<file path="src/rtl/ipchg_pkg.sv">
package ipchg_pkg;
  // Pins are pulled up, so the idle level is high.
  localparam logic IDLE_LVL = 1'b1;

  // Per-pin filter state: accepted level and sample seen at the previous tick.
  typedef struct packed {
    logic level;
    logic prev;
  } flt_state_t;
endpackage

</file>
<file path="src/rtl/ipchg_sync.sv">
module ipchg_sync #(
  parameter int unsigned W      = 4,
  parameter int unsigned STAGES = 2,
  parameter logic        RST_V  = 1'b1
) (
  input  logic         clk,
  input  logic         rst_n,
  input  logic [W-1:0] din,
  output logic [W-1:0] dout
);
  logic [STAGES-1:0][W-1:0] chain_q;
  logic [STAGES-1:0][W-1:0] chain_d;

  always_comb begin
    chain_d[0] = din;
    for (int i = 1; i < STAGES; i++) chain_d[i] = chain_q[i-1];
  end

  always_ff @(posedge clk or negedge rst_n) begin
    if (!rst_n) chain_q <= {(STAGES*W){RST_V}};
    else        chain_q <= chain_d;
  end

  assign dout = chain_q[STAGES-1];
endmodule

</file>
<file path="src/rtl/ipchg_filter.sv">
module ipchg_filter
  import ipchg_pkg::*;
(
  input  logic clk,
  input  logic rst_n,
  input  logic tick,
  input  logic smp,
  output logic level,
  output logic chg
);
  flt_state_t st_q, st_d;

  always_comb begin
    st_d = st_q;
    chg  = 1'b0;
    if (tick) begin
      st_d.prev = smp;
      if ((smp == st_q.prev) && (smp != st_q.level)) begin
        st_d.level = smp;
        chg        = 1'b1;
      end
    end
  end

  always_ff @(posedge clk or negedge rst_n) begin
    if (!rst_n)    st_q <= '{level: IDLE_LVL, prev: IDLE_LVL};
    else if (tick) st_q <= st_d;
  end

  assign level = st_q.level;
endmodule

</file>
<file path="src/rtl/ipchg_flags.sv">
module ipchg_flags #(
  parameter int unsigned W = 4
) (
  input  logic         clk,
  input  logic         rst_n,
  input  logic [W-1:0] chg,
  input  logic         rd,
  input  logic         en,
  output logic [W-1:0] flags,
  output logic         irq
);
  logic [W-1:0] flags_d;
  logic         upd;

  always_comb begin
    flags_d = (flags & ~{W{rd}}) | chg;
    upd     = rd | (|chg);
  end

  always_ff @(posedge clk or negedge rst_n) begin
    if (!rst_n)   flags <= '0;
    else if (upd) flags <= flags_d;
  end

  assign irq = en & (|flags);
endmodule

</file>
<file path="src/rtl/ipchg_detect.sv">
module ipchg_detect
  import ipchg_pkg::*;
#(
  parameter int unsigned NUM_IN      = 4,
  parameter int unsigned SYNC_STAGES = 2
) (
  input  logic                  clk,
  input  logic                  rst_n,
  input  logic [NUM_IN-1:0]     pin_i,
  input  logic                  smp_tick_i,
  input  logic                  rd_strobe_i,
  input  logic                  irq_en_i,
  output logic [NUM_IN-1:0]     level_o,
  output logic [NUM_IN-1:0]     delta_o,
  output logic [2*NUM_IN-1:0]   rd_data_o,
  output logic                  irq_o
);
  localparam int unsigned RW = 2 * NUM_IN;

  logic [1:0]        rst_pipe;
  logic              rst_int_n;
  logic [NUM_IN-1:0] smp;
  logic [NUM_IN-1:0] chg;

  // Reset asserted asynchronously, released on the clock.
  always_ff @(posedge clk or negedge rst_n) begin
    if (!rst_n) rst_pipe <= 2'b00;
    else        rst_pipe <= {rst_pipe[0], 1'b1};
  end
  assign rst_int_n = rst_pipe[1];

  ipchg_sync #(.W(NUM_IN), .STAGES(SYNC_STAGES), .RST_V(IDLE_LVL)) u_sync (
    .clk(clk), .rst_n(rst_int_n), .din(pin_i), .dout(smp)
  );

  for (genvar g = 0; g < NUM_IN; g++) begin : g_pin
    ipchg_filter u_flt (
      .clk(clk), .rst_n(rst_int_n), .tick(smp_tick_i),
      .smp(smp[g]), .level(level_o[g]), .chg(chg[g])
    );
  end

  ipchg_flags #(.W(NUM_IN)) u_flags (
    .clk(clk), .rst_n(rst_int_n), .chg(chg), .rd(rd_strobe_i),
    .en(irq_en_i), .flags(delta_o), .irq(irq_o)
  );

  assign rd_data_o = {delta_o, level_o};

  logic [RW-1:0] unused_rw;
  assign unused_rw = rd_data_o;
endmodule

</file>
<file path="config.mk">
export PLATFORM = sky130hd
export DESIGN_NAME = ipchg_detect
export DESIGN_NICKNAME = d
export VERILOG_FILES = /design/src/rtl/ipchg_pkg.sv /design/src/rtl/ipchg_sync.sv /design/src/rtl/ipchg_filter.sv /design/src/rtl/ipchg_flags.sv /design/src/rtl/ipchg_detect.sv
export SDC_FILE = /design/constraint.sdc
export NUM_CORES = 1
export LEC_CHECK = 0
export ABC_CLOCK_PERIOD_IN_PS = 950
export BUFFER_PORTS_ARGS = -buffer_cell sky130_fd_sc_hd__clkbuf_2
export CAP_MARGIN = 20
export CELL_PAD_IN_SITES_DETAIL_PLACEMENT = 1
export CELL_PAD_IN_SITES_GLOBAL_PLACEMENT = 1
export CORE_UTILIZATION = 40
export DETAILED_ROUTE_END_ITERATION = 7
export PLACE_DENSITY = 0.76
export RECOVER_POWER = 100
export SETUP_SLACK_MARGIN = 0.05
export SYNTH_ARGS = -nofsm -noshare
export SYNTH_HDL_FRONTEND = slang
export SYNTH_SLANG_ARGS = --single-unit
</file>
<file path="constraint.sdc">
create_clock -name clk -period 0.95 [get_ports clk]
set_clock_uncertainty 0.05 [all_clocks]
set_input_delay 0 -clock clk [delete_from_list [all_inputs] [get_ports clk]]
set_output_delay 0 -clock clk [all_outputs]
set_load 0.03 [all_outputs]
</file>
==> results of run 1 <==
## tightest hold or removal path: stages
cell and delay [ns]:
clkbuf_2 0.08, inv_1 0.15, a211o_1 0.15
## worst min-delay path by stage
| stage | startpoint | slack [ns] | cells past startpoint | to |
|---|---|---|---|---|
| final | rd_strobe_i | 0.06 | 3 | u_flags.flags[2] |
| after global routing | rd_strobe_i | 0.07 | 3 | u_flags.flags[2] |
| after CTS | rd_strobe_i | 0.03 | 3 | u_flags.flags[3] |
| after detailed placement | rst_n | -0.26 | 1 | rst_pipe[0] |
| after global placement | rst_n | -0.27 | 1 | rst_pipe[0] |
| after floorplan | rst_n | -0.35 | 0 | rst_pipe[0] |
## layer usage
metal	vias up	routed length, microns
li1	324	-
met3	2	65
met1	353	1079
met2	19	1520
met5	-	0
met4	0	14
## power groups by stage
stage | Combinational [mW] | Sequential (mW) | Clock [mW]
after detailed placement | 0.741 | 1.16 | 0
after global routing | 1.32 | 1.18 | 0.453
after floorplan | 0.471 | 1.24 | 0
final | 1.27 | 1.17 | 0.416
after global placement | 0.718 | 1.15 | 0
after CTS | 1.18 | 1.16 | 0.427
## flip-flops by register name, indices dropped and copies added, names as in the netlist
name	cells
g_pin.u_flt.level	4
g_pin.u_flt.st_q	4
u_flags.flags	4
u_sync.chain_d	4
u_sync.dout	4
rst_pipe	2
## placed cells by master (no fill, tap or decap), types with 2 or more instances in the layout
cell type	Yosys	layout
buf_6	1	18
dfstp_2	16	16
buf_8	1	13
clkbuf_2	0	9
dlygate4sd3_1	0	6
buf_4	12	5
mux2_4	0	4
and4b_1	4	4
dfrtp_1	6	4
inv_1	3	3
a211o_1	3	3
a21o_1	3	3
a22o_1	3	3
clkbuf_4	0	3
nor4bb_4	0	2
nand2b_1	3	2
nor2b_1	2	2
clkbuf_8	0	2
clkbuf_16	0	2
dfrtp_2	0	2
## kinds of logic after synthesis
logic type / after synthesis / share of synthesized area
multiplexers: 4 / 0.04712
AO/OA/AOI/OAI: 13 / 0.1126
buffers and inverters: 17 / 0.1335
other: 1 / 0.003923
AND/OR/NAND/NOR: 12 / 0.1060
flip-flops: 22 / 0.5969
## cell type report
cell class                 count  share of cell area
inverter                       3            0.007109
multi-input combinational     30              0.2022
sequential                    22              0.3618
tap                           28             0.02212
timing repair buffer          56              0.3926
clock buffer                   3             0.01422
## stage by stage
step	cells	cell area [sq um]
2_1_floorplan	69	958.4
3_3_place_gp	126	1137
3_5_place_dp	126	1137
4_1_cts	143	1550
5_1_grt	142	1584
6_report	142	1584
## timing repair
| item | 4_1_cts | 5_1_grt |
|---|---|---|
| hold endpoints to repair | 6 | 0 |
| resized for setup | 61 | 20 |
| hold buffers | 6 | 0 |
| pin swaps | 5 | 3 |
| endpoints found under the setup margin | 29 | 29 |
| buffers inserted | 9 | 4 |
==> reports/results.ini, run 1 <==
[outcome]
status=finished, violations left
violations=setup timing

[sta]
rsz0062_at_grt=true
timing.hold.ws_ns=0.05589
period_share=1.443
finalCriticalPeriod_ns=1.371
fmax_mhz=729.3
slew_violations=0
finalSetupViolCount=25
finalHoldViolCount=0
finalSetupTns_ns=-4.905
fin_ws_ns=-0.4212

[cts]
root_buffer=clkbuf_4
clk_path_buf_depth=2
cts-htree-levels=1
clock_sinks=22
clk_pin_slew_worst_paths_ns=0.11
cts_buffers=3
clock_latency_ns=0.31
cts_tree=built

[logic_synthesis]
synth_common_cells=dfstp_2 (16), buf_4 (12), dfrtp_1 (6)
synth_top_area_frac=0.4398
synth_nets=78
synth_area_sq_um=955.9
synth.avg_cell_area_sq_um=13.85
synth_top_cell_by_area=dfstp_2
async_flop_share=1.000
ys_warn_count=0
ys_ff_latch=22
synthFlopType=dfstp_2
synth_area_leaders=dfstp_2 (44%), dfrtp_1 (16%), buf_4 (9.4%)
ys_seq_area_frac=0.5969
syn_inst=69
ys_types=19
yosysMostFrequentCell=dfstp_2
synth_edf_count=0

[pwr]
worst_ir_drop_vdd_v=0.001238
combPwrFrac=0.444
switching_share=0.3179
p_leak_nw=0.7809
p_total_mw=2.857
pwr-share-clk=0.146
powerDensity_nw_per_um2=1804
p_switching_mw=0.9085
pwr-share-seq=0.410
p_int_mw=1.949

[worst_setup_path]
crit_chain=o41a_1, clkbuf_8
arrival_ns=1.32
crit_end=irq_o
r2r-start=g_pin[3].u_flt.level
timing.rr.end=u_flags.flags[3]
rrSetupSlack_ns=-0.33
end_kind=primary output
cp_top_family=compound AO/OA/AOI/OAI gates
crit_buf_inv=1
critical_path_class=reg -> out
slowest_delay_ns=0.45
worst_ep_required_time_ns=0.90
worstPathMaxFanout=2
start_kind=flop
crit_start=u_flags.flags[1]
path_depth=2
slowest_stage=o41a_1
r2r_cells=3

[final_layout]
syn_to_final_growth_pct=65.71
seq_area_sq_um=573.1
fillers=200
antenna_cells=0
multiInputGateArea_sq_um=320.3
fin_util=0.7092
nets=125
drive_gt1_frac=0.6930

[global_route]
top_usage_layer=met2
use_met1=0.2621
grt_use_met3=0.03571
grt_util_all_layers=0.2130
grt_max_degree=20
use_met2=0.3978
grt-ovfl-total=0
first_global_vias=786
grt_pass1_wl_microns=3919
antenna_found_initial=0

[routing]
drt_iter0_markers=6
drt-total-wl_microns=2679
ant_nets=0
route.detailed.drc=0
via_per_inst=4.915
wire_per_inst_microns=18.87
vias=698
first_pass_iters=4

[floorplanning]
die_height_microns=50.89
dieArea_sq_um=2589
start_util=0.4280
core_area_sq_um=2233
num_rows=17
die_x_microns=50.89
pin_count=26

[min_path]
hp-class=in -> reg

[run]
cap_violations=0

[place]
place_hpwl_microns=1468
io_buffers=25
pre_cts_ws_ns=-0.1668
gp_congestion=0.6955

Note: power is estimated with default switching activity, not from simulation.
==> run 2, diff against run 1 <==
--- a/config.mk
+++ b/config.mk
@@ -5,14 +5,15 @@
 export SDC_FILE = /design/constraint.sdc
 export NUM_CORES = 1
 export LEC_CHECK = 0
-export ABC_CLOCK_PERIOD_IN_PS = 950
+export ABC_CLOCK_PERIOD_IN_PS = 1600
 export BUFFER_PORTS_ARGS = -buffer_cell sky130_fd_sc_hd__clkbuf_2
 export CAP_MARGIN = 20
 export CELL_PAD_IN_SITES_DETAIL_PLACEMENT = 1
 export CELL_PAD_IN_SITES_GLOBAL_PLACEMENT = 1
-export CORE_UTILIZATION = 40
+export CORE_UTILIZATION = 45
+export CTS_BUF_LIST = sky130_fd_sc_hd__clkbuf_4
 export DETAILED_ROUTE_END_ITERATION = 7
-export PLACE_DENSITY = 0.76
+export PLACE_DENSITY = 0.84
 export RECOVER_POWER = 100
 export SETUP_SLACK_MARGIN = 0.05
 export SYNTH_ARGS = -nofsm -noshare
==> constraint.sdc (replaced) <==
create_clock -name clk -period 1.6 [get_ports clk]
set_clock_uncertainty 0.05 [all_clocks]
set_input_delay 0 -clock clk [delete_from_list [all_inputs] [get_ports clk]]
set_output_delay 0 -clock clk [all_outputs]
set_load 0.03 [all_outputs]
==> run 2 against run 1 <==
  * First-iteration DRC count unchanged
  * Cell area decreased by 32%
  * Worst setup slack improved by 0.59 ns
  * Sequential power decreased by 40%
  * Clock power decreased by 38%
  * Worst hold slack improved by 0.063 ns
  * Total power decreased by 55%
  * The flow now finishes without violations
  * Die area decreased by 11%
  * Register-to-register slack improved by 0.69 ns
  * Via count decreased by 14%
  * Critical path type unchanged
==> reports/results.ini, run 2 (synthesis results as in run 1) <==
[place]
gp_congestion=0.6963
io_buffers=25
dp_cells=108
place_area_sq_um=1006
place_hpwl_microns=1196

[final_layout]
nets=102
drive_gt1_frac=0.2609
layout_common_cells=clkbuf_1 (17), clkbuf_2 (9), dfstp_1 (8), dfstp_2 (8), dlygate4sd3_1 (7)
antenna_cells=0
mostFrequentLayoutCell=clkbuf_1
syn_to_final_growth_pct=12.83
fin_util=0.5442
stdcell_area_sq_um=1079
fillers=230
final_cells=119

[pwr]
powerDensity_nw_per_um2=1189
p_leak_nw=0.4866
worst_ir_drop_vdd_v=0.0007294

[min_path]
hp-class=reg -> async

[routing]
wire_per_inst_microns=14.25
route.detailed.drc=0
vias=598
drt-total-wl_microns=1696
first_pass_iters=3
drt_iter0_markers=6
via_per_inst=5.025
ant_nets=0

[worst_setup_path]
worst_ep_required_time_ns=1.55
arrival_ns=1.38
end_kind=primary output
critical_path_class=reg -> out
start_kind=flop
worstPathMaxFanout=4

[floorplanning]
core_area_sq_um=1982
die_x_microns=48.09
num_rows=16
start_util=0.4823
die_height_microns=48.09
dieArea_sq_um=2313
pin_count=26

[global_route]
grt_use_met3=0.03333
grt_pass1_wl_microns=2546
grt-ovfl-total=0
use_met1=0.1913
antenna_found_initial=0
grt_max_degree=20
grt_util_all_layers=0.1697
top_usage_layer=met2
use_met2=0.3054
first_global_vias=573

[sta]
fmax_mhz=698.3
rsz0062_at_grt=false
finalSetupViolCount=0
worst_slew_pin_slew_ns=0.5871
finalCriticalPeriod_ns=1.432
finalSetupTns_ns=0
timing.hold.ws_ns=0.1191
slew_headroom=0.6086
period_share=0.8951
slew_violations=0
finalHoldViolCount=0

[cts]
cts-htree-levels=1
clk_pin_slew_worst_paths_ns=0.12
root_buffer=clkbuf_4
clk_path_buf_depth=2
cts_buffers=3
cts_tree=built
clock_latency_ns=0.32
clock_sinks=22
cts_post_setup_buffers_inserted=0

[run]
cap_violations=0

[outcome]
status=finished, final reports clean

## run 2: changes by cell type in the layout (fill, tap and decap cells not counted), sizes merged
cell,before,now
dlygate4sd3,6,7
buf,36,0
clkbuf,17,29
clkinv,0,1
## run 2: final timing paths
kind	to	depth (start not counted)	slack [ns]	from
max in group asynchronous	u_flags.flags[0]	1	0.53	rst_pipe[1]
worst min-delay path	u_flags.flags[2]	0	0.12	rst_pipe[1]
worst max register to register	u_flags.flags[3]	2	0.36	g_pin[3].u_flt.level
worst min register to register	u_flags.flags[2]	0	0.12	rst_pipe[1]
worst max-delay path	irq_o	2	0.17	u_flags.flags[1]
min in group clk	g_pin[1].u_flt.level	3	0.17	smp_tick_i
## run 2: layout make-up
class                      instances  area, sq um  area share
sequential                        22        570.5      0.5290
inverter                           3        11.26     0.01044
timing repair buffer              33        178.9      0.1659
clock buffer                       3        22.52     0.02088
multi-input combinational         30        257.7      0.2390
clock inverter                     1        3.754    0.003480
tap                               27        33.78     0.03132
## run 2: worst max-delay path, cell delays in order, from the launching register on
cell and delay [ns]:
dfrtp_1 0.44, o41a_1 0.43, clkbuf_2 0.19
## run 2: per-stage QoR
step | power (mW) | setup WS [ns]
final | 1.282 | 0.1679
after global routing | 1.354 | 0.1026
after CTS | 1.326 | 0.1435
after detailed placement | 1.051 | 0.4090
after global placement | 1.036 | 0.4369
after floorplan | 1.015 | 0.4564
## run 2: power breakdown
part / total (mW) / leakage, nW / switching (mW) / internal [mW]
Combinational: 0.325 / 0.233 / 0.218 / 0.106
Sequential: 0.698 / 0.238 / 0.0639 / 0.634
Clock: 0.259 / 0.0154 / 0.167 / 0.0914
Total: 1.28 / 0.487 / 0.450 / 0.832
## run 2: metal layers
metal  part of all wire  wire (microns)
met4              0.023              39
met5                  0               0
met3              0.036              61
met1               0.43             723
met2               0.51             871
## run 2: repair_timing
action	in CTS	in global routing
hold buffers	7	0
gates resized for setup	0	0
endpoints found under the hold margin	9	0
